==> src/rtl/nrt_pkg.sv <==
package nrt_pkg;

    typedef enum logic [1:0] {
        OP_READ        = 2'b00,
        OP_LOAD_BOTH   = 2'b01,
        OP_LOAD_RELOAD = 2'b10,
        OP_TEST_FLAG   = 2'b11
    } nrt_op_e;

endpackage

==> src/rtl/nrt_cmd_decode.sv <==
module nrt_cmd_decode
    import nrt_pkg::*;
(
    input  logic       cmd_valid,
    input  logic [1:0] cmd_op,
    output logic       rd_stb,
    output logic       ld_both_stb,
    output logic       ld_rel_stb,
    output logic       test_stb
);

    always_comb begin
        rd_stb      = 1'b0;
        ld_both_stb = 1'b0;
        ld_rel_stb  = 1'b0;
        test_stb    = 1'b0;
        if (cmd_valid) begin
            unique case (nrt_op_e'(cmd_op))
                OP_READ:        rd_stb      = 1'b1;
                OP_LOAD_BOTH:   ld_both_stb = 1'b1;
                OP_LOAD_RELOAD: ld_rel_stb  = 1'b1;
                OP_TEST_FLAG:   test_stb    = 1'b1;
                default:        rd_stb      = 1'b0;
            endcase
        end
    end

endmodule

==> src/rtl/nrt_count_path.sv <==
module nrt_count_path #(
    parameter int CNT_W = 8
) (
    input  logic [CNT_W-1:0] count_q,
    input  logic [CNT_W-1:0] reload_q,
    input  logic [CNT_W-1:0] wr_value,
    input  logic             cnt_en,
    input  logic             ld_both,
    input  logic             ld_rel,
    output logic [CNT_W-1:0] count_d,
    output logic [CNT_W-1:0] reload_d,
    output logic             underflow
);

    localparam logic [CNT_W-1:0] ZERO = '0;
    localparam logic [CNT_W-1:0] ONE  = CNT_W'(1);

    logic at_zero;

    assign at_zero = (count_q == ZERO);

    always_comb begin
        count_d   = count_q;
        reload_d  = reload_q;
        underflow = 1'b0;
        if (ld_both) begin
            count_d  = wr_value;
            reload_d = wr_value;
        end else begin
            if (ld_rel) begin
                reload_d = wr_value;
            end
            if (cnt_en) begin
                if (at_zero) begin
                    count_d   = reload_q;
                    underflow = 1'b1;
                end else begin
                    count_d = count_q - ONE;
                end
            end
        end
    end

endmodule

==> src/rtl/nrt_flag_path.sv <==
module nrt_flag_path (
    input  logic flag_q,
    input  logic underflow,
    input  logic test_stb,
    input  logic intr_en,
    output logic flag_d,
    output logic skip_d
);

    logic test_active;

    assign test_active = test_stb && !intr_en;

    always_comb begin
        skip_d = test_active && flag_q;
        flag_d = flag_q;
        if (test_active) begin
            flag_d = 1'b0;
        end
        if (underflow) begin
            flag_d = 1'b1;
        end
    end

endmodule

==> src/rtl/nrt_timer.sv <==
module nrt_timer #(
    parameter int NIB_W = 4
) (
    input  logic             clk,
    input  logic             rst_n,
    input  logic             cnt_en,
    input  logic             intr_en,
    input  logic             cmd_valid,
    input  logic [1:0]       cmd_op,
    input  logic [NIB_W-1:0] a_in,
    input  logic [NIB_W-1:0] b_in,
    output logic [NIB_W-1:0] a_out,
    output logic [NIB_W-1:0] b_out,
    output logic             skip,
    output logic             flag
);

    localparam int CNT_W = 2 * NIB_W;

    typedef struct packed {
        logic [CNT_W-1:0] count;
        logic [CNT_W-1:0] reload;
        logic [CNT_W-1:0] rd_data;
        logic             flag;
        logic             skip;
    } state_t;

    state_t st_d, st_q;

    logic             rd_stb, ld_both_stb, ld_rel_stb, test_stb;
    logic [CNT_W-1:0] wr_value;
    logic [CNT_W-1:0] count_nx, reload_nx;
    logic             underflow;
    logic             flag_nx, skip_nx;

    assign wr_value = {b_in, a_in};

    nrt_cmd_decode u_dec (
        .cmd_valid   (cmd_valid),
        .cmd_op      (cmd_op),
        .rd_stb      (rd_stb),
        .ld_both_stb (ld_both_stb),
        .ld_rel_stb  (ld_rel_stb),
        .test_stb    (test_stb)
    );

    nrt_count_path #(.CNT_W(CNT_W)) u_cnt (
        .count_q   (st_q.count),
        .reload_q  (st_q.reload),
        .wr_value  (wr_value),
        .cnt_en    (cnt_en),
        .ld_both   (ld_both_stb),
        .ld_rel    (ld_rel_stb),
        .count_d   (count_nx),
        .reload_d  (reload_nx),
        .underflow (underflow)
    );

    nrt_flag_path u_flg (
        .flag_q    (st_q.flag),
        .underflow (underflow),
        .test_stb  (test_stb),
        .intr_en   (intr_en),
        .flag_d    (flag_nx),
        .skip_d    (skip_nx)
    );

    always_comb begin
        st_d         = st_q;
        st_d.count   = count_nx;
        st_d.reload  = reload_nx;
        st_d.flag    = flag_nx;
        st_d.skip    = skip_nx;
        if (rd_stb) begin
            st_d.rd_data = st_q.count;
        end
    end

    always_ff @(posedge clk or negedge rst_n) begin
        if (!rst_n) begin
            st_q <= '0;
        end else begin
            st_q <= st_d;
        end
    end

    assign b_out = st_q.rd_data[CNT_W-1:NIB_W];
    assign a_out = st_q.rd_data[NIB_W-1:0];
    assign skip  = st_q.skip;
    assign flag  = st_q.flag;

endmodule

==> config.mk <==
export PLATFORM = sky130hd
export DESIGN_NAME = nrt_timer
export DESIGN_NICKNAME = d
export VERILOG_FILES = /design/src/rtl/nrt_pkg.sv /design/src/rtl/nrt_cmd_decode.sv /design/src/rtl/nrt_count_path.sv /design/src/rtl/nrt_flag_path.sv /design/src/rtl/nrt_timer.sv
export SDC_FILE = /design/constraint.sdc
export NUM_CORES = 1
export LEC_CHECK = 0
export ABC_AREA = 1
export ABC_CLOCK_PERIOD_IN_PS = 1300
export BUFFER_PORTS_ARGS = -buffer_cell sky130_fd_sc_hd__buf_2
export CAP_MARGIN = 15
export CORE_ASPECT_RATIO = 2
export CORE_MARGIN = 3
export CORE_UTILIZATION = 30
export DETAILED_ROUTE_END_ITERATION = 7
export GPL_TIMING_DRIVEN = 0
export SYNTH_ARGS = -nofsm -noshare
export SYNTH_HDL_FRONTEND = slang
export SYNTH_SLANG_ARGS = --single-unit
export TNS_END_PERCENT = 5
==> constraint.sdc <==
create_clock -name clk -period 1.3 [get_ports clk]
set_clock_uncertainty 0.15 [all_clocks]
set_input_delay 0.13 -clock clk [delete_from_list [all_inputs] [get_ports clk]]
set_output_delay 0.13 -clock clk [all_outputs]
set_load 0.01 [all_outputs]
# After elaboration in Yosys (flattened, before gate mapping)
# Cells that the tools add are included.
# totals
register_bits,26
inputBits,15
output_inout_bits,10
wordCells,35
# op_classes
add_sub_neg,1
eq_ne,3
mux,18
reduce_logical,8
# op_table
op,n
$mux 8,5
$mux 1,13
$logic_not 8->1,1
$sub 8x1->8 const B,1
$reduce_bool 2->1,3
$eq 2x2->1 const B,2
$eq 2x1->1 const B,1
$logic_and 1x1->1,2
$logic_not 2->1,1
$logic_not 1->1,1

# Depth between registers and ports, before layout
# Gate-level depths: netlist of run 1.
# logic_depth
word_depth,6
ltp_mapped,8
depth_no_buf,8

# Modules after synthesis
# From an unflattened synthesis of run 1, not the netlist that was laid out.
# unflattened
cells_unflattened,194
area_unflattened_um2,1475.2
# modules_own_cells
module,instances,cells_each,area_each_um2,seq_area_each_um2
nrt_timer,1,60,815.8,650.6
nrt_count_path,1,119,600.6,0.0
nrt_cmd_decode,1,8,30.0,0.0
nrt_flag_path,1,7,28.8,0.0

# Worst setup path before layout of run 1
# OpenSTA, ideal clock, no wires.
# synth_timing
path_kind,register -> register
from,reg st_q[18] (netlist bit)
to,reg st_q[18] (netlist bit)
setup_ps,124
arrival_time_ps,1123
required_ps,1026
setup_slack_ps,-98
path_stages_with_launch,8
period_less_slack_ps,1398
path_cell_list,dfrtp_1 inv_1 ha_1 nand3_1 nor2_4 nand2_1 nand3_1 nand3_1
# synth_between
elab_chain_cells,4
# synth_rtl
element,line_no,source
"start, declared",nrt_timer.sv:28,"state_t st_d, st_q;"
"start signal, assigned",nrt_timer.sv:83,st_q <= st_d;
$sub 8x1->8 or $logic_not 8->1 (tied branches),"nrt_count_path.sv:38, nrt_count_path.sv:20",
$mux 8 (*),nrt_count_path.sv:34,if (at_zero) begin
$mux 8 (*),nrt_count_path.sv:33,if (cnt_en) begin
$mux 8 (*),nrt_count_path.sv:26,if (ld_both) begin
# Mark *: on every way between the ends. The rest lies on a longest branch, timed or not. The select of a mux whose other input is x is not followed.
# A chain may end at the register's enable or synchronous reset.

# Worst setup path in the final report of run 1
# layout_timing
from,reg st_q[18] (netlist bit)
to,reg st_q[20] (netlist bit)
# Same word-level chain as after synthesis.

==> results of run 1 <==
## layer usage
layer  GRT usage, %  vias to the layer above  part of all wire, %
li1               -                      663                    -
met1           12.5                      584                   37
met2           23.6                       24                   58
met3          0.717                        8                  2.4
met4           7.13                        0                  2.7
met5              0                        -                    0
## what timing repair did
| action | 4_1_cts | 5_1_grt |
|---|---|---|
| hold buffers | 12 | 0 |
| endpoints found under the setup margin | 9 | 9 |
| endpoints found under the hold margin | 38 | 0 |
| pin swaps | 2 | 1 |
| setup buffers | 5 | 0 |
| gates resized for setup | 7 | 3 |
## kinds of logic after synthesis
group | count (synthesis) | synth area share [%]
AOI/OAI and AO/OA | 29 | 10.2
buffers and inverters | 40 | 13.9
DFF | 26 | 45.3
and+or+nand+nor | 88 | 28.3
xor gates and xnor gates | 1 | 0.609
adders and majority gates | 2 | 1.74
## layout make-up
type                            count  share of cell area, %
Clock buffer                        4                   2.93
Tap cell                           55                   3.66
Timing Repair Buffer               41                   14.8
Sequential cell                    26                   34.6
Multi-Input combinational cell    120                   33.4
Inverter                           30                   6.25
Buffer                             10                   4.39
## cell usage in the layout (no fill, tap or decap)
cell                             n
sky130_fd_sc_hd__a21oi_1         5
sky130_fd_sc_hd__buf_2          24
sky130_fd_sc_hd__buf_4          13
sky130_fd_sc_hd__buf_6           2
sky130_fd_sc_hd__clkbuf_8        4
sky130_fd_sc_hd__dfrtp_1        26
sky130_fd_sc_hd__dlygate4sd3_1  12
sky130_fd_sc_hd__ha_2            1
sky130_fd_sc_hd__ha_4            1
sky130_fd_sc_hd__inv_1          25
sky130_fd_sc_hd__inv_2           3
sky130_fd_sc_hd__inv_4           2
sky130_fd_sc_hd__nand2_1        54
sky130_fd_sc_hd__nand2_2         3
sky130_fd_sc_hd__nand2_4         1
sky130_fd_sc_hd__nand3_1        15
sky130_fd_sc_hd__nand3_4         1
sky130_fd_sc_hd__nor2_1          3
sky130_fd_sc_hd__nor2_2          3
sky130_fd_sc_hd__nor2_4          6
sky130_fd_sc_hd__nor3_1          1
sky130_fd_sc_hd__nor4_1          1
sky130_fd_sc_hd__o21ai_0        12
sky130_fd_sc_hd__o21ai_1        11
sky130_fd_sc_hd__o22ai_1         1
sky130_fd_sc_hd__xnor2_1         1
## critical path: cells and delay by family, from the launching register on
kind                     cells  cell delay [ps]
flip-flops                   1              410
buffers and inverters        1              110
AND/OR/NAND/NOR              5              490
adder cells (fa/ha/maj)      1              150
## state kept, by name, indices dropped and copies added (netlist names)
signal and flops:
st_q 16, flag 1, b_out 4, skip 1, a_out 4
## report_power, final
part	internal (mW)	total, mW	leakage [nW]	switching [mW]
clock	0.271	0.526	0.0288	0.255
combinational	0.686	1.55	0.612	0.859
sequential	1.06	1.24	0.327	0.178
## cells in the mapped netlist
cell / number / area, um^2
sky130_fd_sc_hd__ha_1: 2 / 25.0
sky130_fd_sc_hd__buf_6: 2 / 22.5
sky130_fd_sc_hd__buf_4: 8 / 60.1
sky130_fd_sc_hd__o22ai_1: 1 / 6.26
sky130_fd_sc_hd__nor2_1: 6 / 22.5
sky130_fd_sc_hd__o21ai_1: 11 / 55.1
sky130_fd_sc_hd__xnor2_1: 1 / 8.76
sky130_fd_sc_hd__dfrtp_1: 26 / 651
sky130_fd_sc_hd__o21ai_0: 12 / 60.1
sky130_fd_sc_hd__nand3_1: 16 / 80.1
sky130_fd_sc_hd__nor4_1: 1 / 6.26
sky130_fd_sc_hd__nor2_4: 6 / 67.6
sky130_fd_sc_hd__nand2_2: 3 / 18.8
sky130_fd_sc_hd__inv_4: 2 / 12.5
sky130_fd_sc_hd__nand2_1: 55 / 206
sky130_fd_sc_hd__a21oi_1: 5 / 25.0
sky130_fd_sc_hd__nor3_1: 1 / 5.00
sky130_fd_sc_hd__inv_1: 28 / 105
## worst max path at each step
| stage | end | start | depth (start not counted) | slack [ps] |
|---|---|---|---|---|
| floorplan | st_q[18]$_DFFE_PN0P_ | st_q[18]$_DFFE_PN0P_ | 8 | -10 |
| global placement | st_q[22]$_DFFE_PN0P_ | st_q[18]$_DFFE_PN0P_ | 8 | -180 |
| detailed placement | st_q[23]$_DFFE_PN0P_ | st_q[18]$_DFFE_PN0P_ | 8 | -190 |
| CTS | st_q[18]$_DFFE_PN0P_ | st_q[19]$_DFFE_PN0P_ | 7 | -130 |
| global route | st_q[18]$_DFFE_PN0P_ | st_q[18]$_DFFE_PN0P_ | 7 | -210 |
| finish | st_q[20]$_DFFE_PN0P_ | st_q[18]$_DFFE_PN0P_ | 7 | -130 |
## through the flow
| stage | std cells | hold slack, ps | TNS (ps) | total power [mW] |
|---|---|---|---|---|
| after CTS | 286 | 26.0 | -952 | 3.29 |
| final | 286 | 28.1 | -933 | 3.31 |
| after floorplan | 186 | -316 | -64.4 | 2.18 |
| after global placement | 265 | 18.5 | -1300 | 2.53 |
| after global routing | 286 | 41.3 | -1610 | 3.57 |
| after detailed placement | 265 | 23.2 | -1410 | 2.56 |
==> summary.txt, run 1 <==
Number of nets with antenna violations after routing: 0
DRC violation count after routing: 0
Status: finished with violations
Final Instance Area: 1880 um^2
TritonCTS clock tree: yes
Maximum frequency from static timing analysis: 697 MHz
Count of cells along the worst register-to-register path: 7
Type of destination of the critical path: register
Reg2Reg Setup Slack: -130 ps
Layout cell share with drive strength beyond 1: 27.7%
Layout Utilization: 40.9%
Sequential fraction of the synthesis area: 45.3%
Area taken by multi-input logic gates: 629 um^2
Post-DP HPWL: 2500 um
Number of instances on the worst hold path: 4
Antenna violations before repair: 0
Post-Route WL: 3360 um
Clock transition at path regs: 100 ps
Worst slew pin tran: 586 ps
Post-layout minimum cycle time: 1430 ps
Maximum clock path buffer count: 2
Worst-case vdd ir drop: 0.906 mV
Sum of overflow across all layers after global routing: 0
Weighted congestion at the end of routability-driven global placement: 0.798
TritonRoute pass-1 iters: 4
Root Buffer Master: sky130_fd_sc_hd__clkbuf_8
Number of max-cap violations: 0
Synth unique cells: 18
# fillers: 478
Mean cell area of the mapped netlist: 7.73 um^2
Max-slew violation count: 0
Nets: 249
Data required time at the worst endpoint: 1310 ps
Worst EP arrival: 1440 ps
Via count of the first global-routing pass: 1,254
Worst slew margin relative to its limit: 60.9%
# clock sinks: 26
Syn Inst Count: 186
Final cycle utilization of the critical path: 110%
Critical Path, Cell by Cell: inv_2 -> ha_4 -> nand3_4 -> nor2_4 -> nand2_1 -> nand3_1 -> nand3_1
Number of warnings issued by yosys: 0
Critical Path Most Common Cell: sky130_fd_sc_hd__nand3_1
Slowest stage cell, crit path: sky130_fd_sc_hd__dfrtp_1
Max incr delay on CP: 410 ps
Tot GR Track Use: 12.7%
Total CTS buffers: 3
Count of routing violations after the opening detailed-route iteration: 11
Horizontal extent of the die: 55.0 um
Flop and latch count out of synthesis: 26
Reg-to-reg critical path startpoint: st_q[18]$_DFFE_PN0P_
Maximum net fanout on the critical path: 8
Height of the chip: 104 um
Unrepaired setup endpoints after global routing: yes
Area taken by flip-flops and latches: 651 um^2
Count of vias placed by the detailed router: 1,279
Cell area after placement: 1630 um^2
Routed wirelength normalized by instance count: 11.7 um
Cell leakage power: 0.968 nW
Worst hold path endpoint: st_q[18]$_DFFE_PN0P_
First-pass GRT wire length: 5440 um
Worst Slack Setup Final: -134 ps
Syn-to-layout area delta: 30.9%
WS Path Type: reg2reg
Maximum number of pins on one net before global-route repair: 27
Post-Synthesis Cell Area: 1440 um^2
Violated checks: setup timing
Clock latency of the later-clocked register in the worst-skew pair: 270 ps
Synthesized netlist net count: 203
FP Rows: 35
Count of pins on the block boundary: 25
Endpoint of the worst-slack reg-to-reg timing path: st_q[20]$_DFFE_PN0P_
Number of diodes: 0
Average vias per placed instance: 4.47
Pre-CTS worst setup slack: -189 ps
Setup violation total in the final timing report: 9
Area of the die: 5710 um^2
Count of endpoints failing hold in the final timing report: 0
PD cells: 1760 nW/um^2
Quantity of I/O buffers inserted on ports: 24
Class of the most critical hold timing path: in2reg
Initial core utilization: 31.3%
Start point of the worst min-delay path: cnt_en
Core area: 4600 um^2
Sort of element at the start of the critical path: register
Deepest level of the CTS H-tree: 1
Note: power is estimated with default switching activity, not from simulation.
==> run 2, diff against run 1 <==
- SETUP_SLACK_MARGIN: default -> 0.2
==> summary.txt, run 2 (same netlist as run 1, synthesis figures left out) <==
Status: finished with violations
Violated checks: setup timing
Nets: 249
Count of vias placed by the detailed router: 1,317
Unrepaired setup endpoints after global routing: yes
Setup violation total in the final timing report: 9
Quantity of I/O buffers inserted on ports: 24
Root Buffer Master: sky130_fd_sc_hd__clkbuf_8
Weighted congestion at the end of routability-driven global placement: 0.856
Final Instance Area: 1990 um^2
DRC violation count after routing: 0
Cell leakage power: 0.996 nW
Most common cell after layout, fill and taps aside: sky130_fd_sc_hd__nand2_1
Worst hold margin: 28.9 ps
Total CTS buffers: 3
Initial core utilization: 31.3%
Overall power after layout: 3.53 mW
WS Path Type: reg2reg
Antenna violations before repair: 0
Worst slew pin tran: 383 ps
Setup Total Neg Slack: -1050 ps
Sum of overflow across all layers after global routing: 0
Worst slew margin relative to its limit: 74.4%
Number of flip-flops under the largest register name: 16
Average vias per placed instance: 4.62
Final instance count without filler cells: 285
Tot GR Track Use: 13.5%
Post-layout minimum cycle time: 1440 ps
Count of cells along the worst register-to-register path: 7
Post-Route WL: 3410 um
Top reg by flops: st_q
Clock transition at path regs: 90 ps
Class of the most critical hold timing path: in2reg
Syn-to-layout area delta: 38.6%
FP Rows: 35
Post-DP HPWL: 2530 um
Via count of the first global-routing pass: 1,316
Total placed cells including tap cells: 265
Pre-CTS worst setup slack: -161 ps
TritonRoute pass-1 iters: 4
Number of max-cap violations: 0
Type of destination of the critical path: register
Maximum number of pins on one net before global-route repair: 27
First-pass GRT wire length: 5820 um
Count of routing violations after the opening detailed-route iteration: 18
Layout cell share with drive strength beyond 1: 28.7%
Clock latency of the later-clocked register in the worst-skew pair: 270 ps
# clock sinks: 26
Commonest non-fill, non-tap cells in the layout: sky130_fd_sc_hd__nand2_1, sky130_fd_sc_hd__inv_1, sky130_fd_sc_hd__dfrtp_1
Max-slew violation count: 0
Number of nets with antenna violations after routing: 0
Sort of element at the start of the critical path: register
Worst EP arrival: 1460 ps
Layout Utilization: 43.3%
Maximum frequency from static timing analysis: 696 MHz
Worst Slack Setup Final: -137 ps
Count of endpoints failing hold in the final timing report: 0
Routed wirelength normalized by instance count: 12.0 um
Core area: 4600 um^2
Maximum net fanout on the critical path: 8
Maximum clock path buffer count: 2
Horizontal extent of the die: 55.0 um
Cell area after placement: 1660 um^2
TritonCTS clock tree: yes
Area of the die: 5710 um^2
Final cycle utilization of the critical path: 111%
Worst-case vdd ir drop: 0.670 mV
PD cells: 1770 nW/um^2
Number of diodes: 0
Data required time at the worst endpoint: 1320 ps
Height of the chip: 104 um
Deepest level of the CTS H-tree: 1
Number of instances on the worst hold path: 4
Count of pins on the block boundary: 25
-- run 2: what timing repair did --
item | CTS | global route
hold buffers | 12 | 0
buffers inserted | 4 | 1
endpoints found under the hold margin | 38 | 0
resized for setup | 29 | 7
pin swaps | 3 | 3
cloned | 0 | 0
setup endpoints to repair | 17 | 21
-- run 2: power breakdown --
group | total, mW | leakage [nW] | switching, mW | internal (mW)
clock | 0.465 | 0.0216 | 0.257 | 0.208
sequential | 1.28 | 0.326 | 0.217 | 1.07
combinational | 1.78 | 0.648 | 0.891 | 0.889
total | 3.53 | 0.996 | 1.36 | 2.16
-- run 2: worst paths after layout --
| kind | start | end | slack [ps] |
|---|---|---|---|
| min in group asynchronous | rst_n | st_q[25]$_DFFE_PN0P_ | 190 |
| hold / removal | cnt_en | st_q[18]$_DFFE_PN0P_ | 30 |
| setup reg to reg | st_q[18]$_DFFE_PN0P_ | st_q[23]$_DFFE_PN0P_ | -140 |
| hold reg to reg | b_out[1]$_DFFE_PN0P_ | b_out[1]$_DFFE_PN0P_ | 360 |
| setup / recovery | st_q[18]$_DFFE_PN0P_ | st_q[23]$_DFFE_PN0P_ | -140 |
| max in group asynchronous | rst_n | st_q[20]$_DFFE_PN0P_ | 520 |
-- run 2: layout make-up --
cell class	count	area (um^2)
plain buffers	10	113
clock buffers	3	41.3
fillers	470	2610
inverters	30	118
multi-input cells	120	654
flip-flops and latches	26	652
well taps	55	68.8
repair buffers	41	345
-- run 2: layer usage --
metal / vias to the layer above / wire length (um) / GRT usage (%)
li1: 661 / - / -
met1: 615 / 1210 / 14.3
met2: 28 / 1960 / 24.1
met3: 13 / 86 / 1.00
met4: 0 / 153 / 7.48
met5: - / 0 / 0
-- run 2: critical path: stages, from the launching register on --
cell and delay, ps:
sky130_fd_sc_hd__dfrtp_1 410, sky130_fd_sc_hd__inv_2 120, sky130_fd_sc_hd__ha_4 150, sky130_fd_sc_hd__nand3_4 70, sky130_fd_sc_hd__nor2_4 210, sky130_fd_sc_hd__a21oi_1 100
sky130_fd_sc_hd__nand2_1 70, sky130_fd_sc_hd__nand2_1 50
==> run 3, diff against run 2 <==
- PLACE_DENSITY_LB_ADDON: default -> 0.2
==> summary.txt, run 3 (same netlist as run 1, synthesis figures left out) <==
Status: finished with violations
Violated checks: setup timing
Net Switching: 1.35 mW
Area taken by multi-input logic gates: 664 um^2
Reg2Reg Setup Slack: -140 ps
Deepest level of the CTS H-tree: 1
Count of routing violations after the opening detailed-route iteration: 15
Share of total power in sequential cells: 34.4%
Routed wirelength normalized by instance count: 11.8 um
# fillers: 488
Count of endpoints failing hold in the final timing report: 0
Syn-to-layout area delta: 41.3%
Max-slew violation count: 0
Cell leakage power: 1.03 nW
Number of diodes: 0
Area of the die: 5710 um^2
Unrepaired setup endpoints after global routing: yes
Internal power of the cells: 2.27 mW
Count of vias placed by the detailed router: 1,311
Via count of the first global-routing pass: 1,313
Top reg by flops: st_q
Core area: 4600 um^2
Max incr delay on CP: 410 ps
Maximum clock path buffer count: 2
Worst slew margin relative to its limit: 59.4%
# clock sinks: 26
Number of flip-flops under the largest register name: 16
Root Buffer Master: sky130_fd_sc_hd__clkbuf_8
Gate family responsible for the most delay along the worst path: simple AND/OR/NAND/NOR gates
Number of instances on the worst hold path: 4
Area taken by flip-flops and latches: 651 um^2
Number of gates on the worst path with buffers counted: 7
Tot GR Track Use: 13.6%
Most common cell after layout, fill and taps aside: sky130_fd_sc_hd__nand2_1
Post-Route WL: 3430 um
Height of the chip: 104 um
Post-layout minimum cycle time: 1440 ps
DRC violation count after routing: 0
TritonCTS clock tree: yes
Weighted congestion at the end of routability-driven global placement: 0.784
Count of pins on the block boundary: 25
Layout cell share with drive strength beyond 1: 31.1%
Horizontal extent of the die: 55.0 um
Clock latency of the later-clocked register in the worst-skew pair: 270 ps
Type of destination of the critical path: register
Total CTS buffers: 3
Cell area after placement: 1660 um^2
Initial core utilization: 31.3%
Clock transition at path regs: 90 ps
Slowest stage cell, crit path: sky130_fd_sc_hd__dfrtp_1
Worst Slack Setup Final: -135 ps
Post-DP HPWL: 2580 um
Critical Path Most Common Cell: sky130_fd_sc_hd__nand3_1
Part of the power in the clock network: 14.7%
Worst-case vdd ir drop: 0.762 mV
First-pass GRT wire length: 5740 um
Final Instance Area: 2030 um^2
Critical Path, Cell by Cell: inv_2 -> ha_4 -> nand3_4 -> nor2_4 -> nand2_2 -> nand3_1 -> nand3_1
Class of the most critical hold timing path: in2reg
Overall power after layout: 3.63 mW
Fraction of power spent switching nets: 37.3%
Average vias per placed instance: 4.52
Setup violation total in the final timing report: 8
Number of max-cap violations: 0
Data required time at the worst endpoint: 1310 ps
FP Rows: 35
PD cells: 1780 nW/um^2
Maximum number of pins on one net before global-route repair: 27
TritonRoute pass-1 iters: 2
WS Path Type: reg2reg
Count of cells along the worst register-to-register path: 7
Commonest non-fill, non-tap cells in the layout: sky130_fd_sc_hd__nand2_1, sky130_fd_sc_hd__dfrtp_1, sky130_fd_sc_hd__inv_1
Number of nets with antenna violations after routing: 0
Worst EP arrival: 1450 ps
Maximum frequency from static timing analysis: 697 MHz
Nets: 253
Sort of element at the start of the critical path: register
Sum of overflow across all layers after global routing: 0
Combined buffer and inverter count along the critical path: 1
Logic gate share of total power: 50.9%
Antenna violations before repair: 0
Quantity of I/O buffers inserted on ports: 24
Final cycle utilization of the critical path: 110%
Worst slew pin tran: 610 ps
Maximum net fanout on the critical path: 8
-- run 3: cell count changes in the layout (fill, tap and decap cells not counted), moves of 2 or more --
| cell | delta |
|---|---|
| sky130_fd_sc_hd__nand3_2 | +2 |
| sky130_fd_sc_hd__o21ai_0 | -3 |
| sky130_fd_sc_hd__o21ai_1 | +3 |
| sky130_fd_sc_hd__nand3_1 | -2 |
| sky130_fd_sc_hd__buf_4 | +6 |
| sky130_fd_sc_hd__nand2_2 | +2 |
| sky130_fd_sc_hd__nand2_1 | -2 |
-- run 3: worst paths after layout --
path | startpoint | to
min in group asynchronous | rst_n | b_out[3]$_DFFE_PN0P_
max in group asynchronous | rst_n | st_q[20]$_DFFE_PN0P_
max | st_q[19]$_DFFE_PN0P_ | st_q[20]$_DFFE_PN0P_
min | cnt_en | st_q[20]$_DFFE_PN0P_
min reg2reg | b_out[1]$_DFFE_PN0P_ | b_out[1]$_DFFE_PN0P_
max reg2reg | st_q[19]$_DFFE_PN0P_ | st_q[20]$_DFFE_PN0P_
-- run 3: stage by stage --
| stage | setup TNS (ps) | hold slack [ps] | std cells | util, % | setup slack, ps |
|---|---|---|---|---|---|
| 5_1_grt | -1660 | 56.4 | 290 | 44.2 | -222 |
| 3_3_place_gp | -1370 | 29.6 | 265 | 36.2 | -185 |
| 4_1_cts | -984 | 25.6 | 288 | 43.1 | -155 |
| 3_5_place_dp | -1320 | 27.3 | 265 | 36.2 | -192 |
| 2_1_floorplan | 0 | -316 | 186 | - | 1.54 |
| 6_report | -1020 | 28.0 | 290 | 44.2 | -135 |
-- run 3: layout make-up --
class                      count  area share (%)
timing repair buffer          45            17.9
clock buffer                   4            2.71
sequential                    26            32.0
buffer                        10            5.54
inverter                      30            5.79
multi-input combinational    120            32.7
tap                           55            3.39
-- run 3: power by group through the flow --
stage / clock network [mW] / logic, mW / registers (mW)
final: 0.533 / 1.84 / 1.25
after global routing: 0.594 / 2.07 / 1.27
after CTS: 0.552 / 1.77 / 1.25
after detailed placement: 0 / 1.38 / 1.26
after global placement: 0 / 1.37 / 1.25
after floorplan: 0 / 1.04 / 1.22
-- run 3: timing repair --
| action | in CTS | in global routing |
|---|---|---|
| endpoints found under the setup margin | 17 | 20 |
| pin swaps | 3 | 7 |
| hold buffers | 12 | 0 |
| resized for setup | 28 | 12 |
| setup buffers | 7 | 2 |
| endpoints found under the hold margin | 38 | 0 |
-- run 3: tightest hold or removal path, cell delays in order --
cell,delay [ps]
sky130_fd_sc_hd__buf_2,110
sky130_fd_sc_hd__nor2_4,50
sky130_fd_sc_hd__nand2_1,50
sky130_fd_sc_hd__nand3_1,60
-- run 3: metal layers --
metal,wire length (um),up-vias,global-route usage (%)
met5,0,-,0
met4,72,0,5.74
met3,65,5,1.29
met2,2030,14,25.2
met1,1260,616,14.1
li1,-,676,-
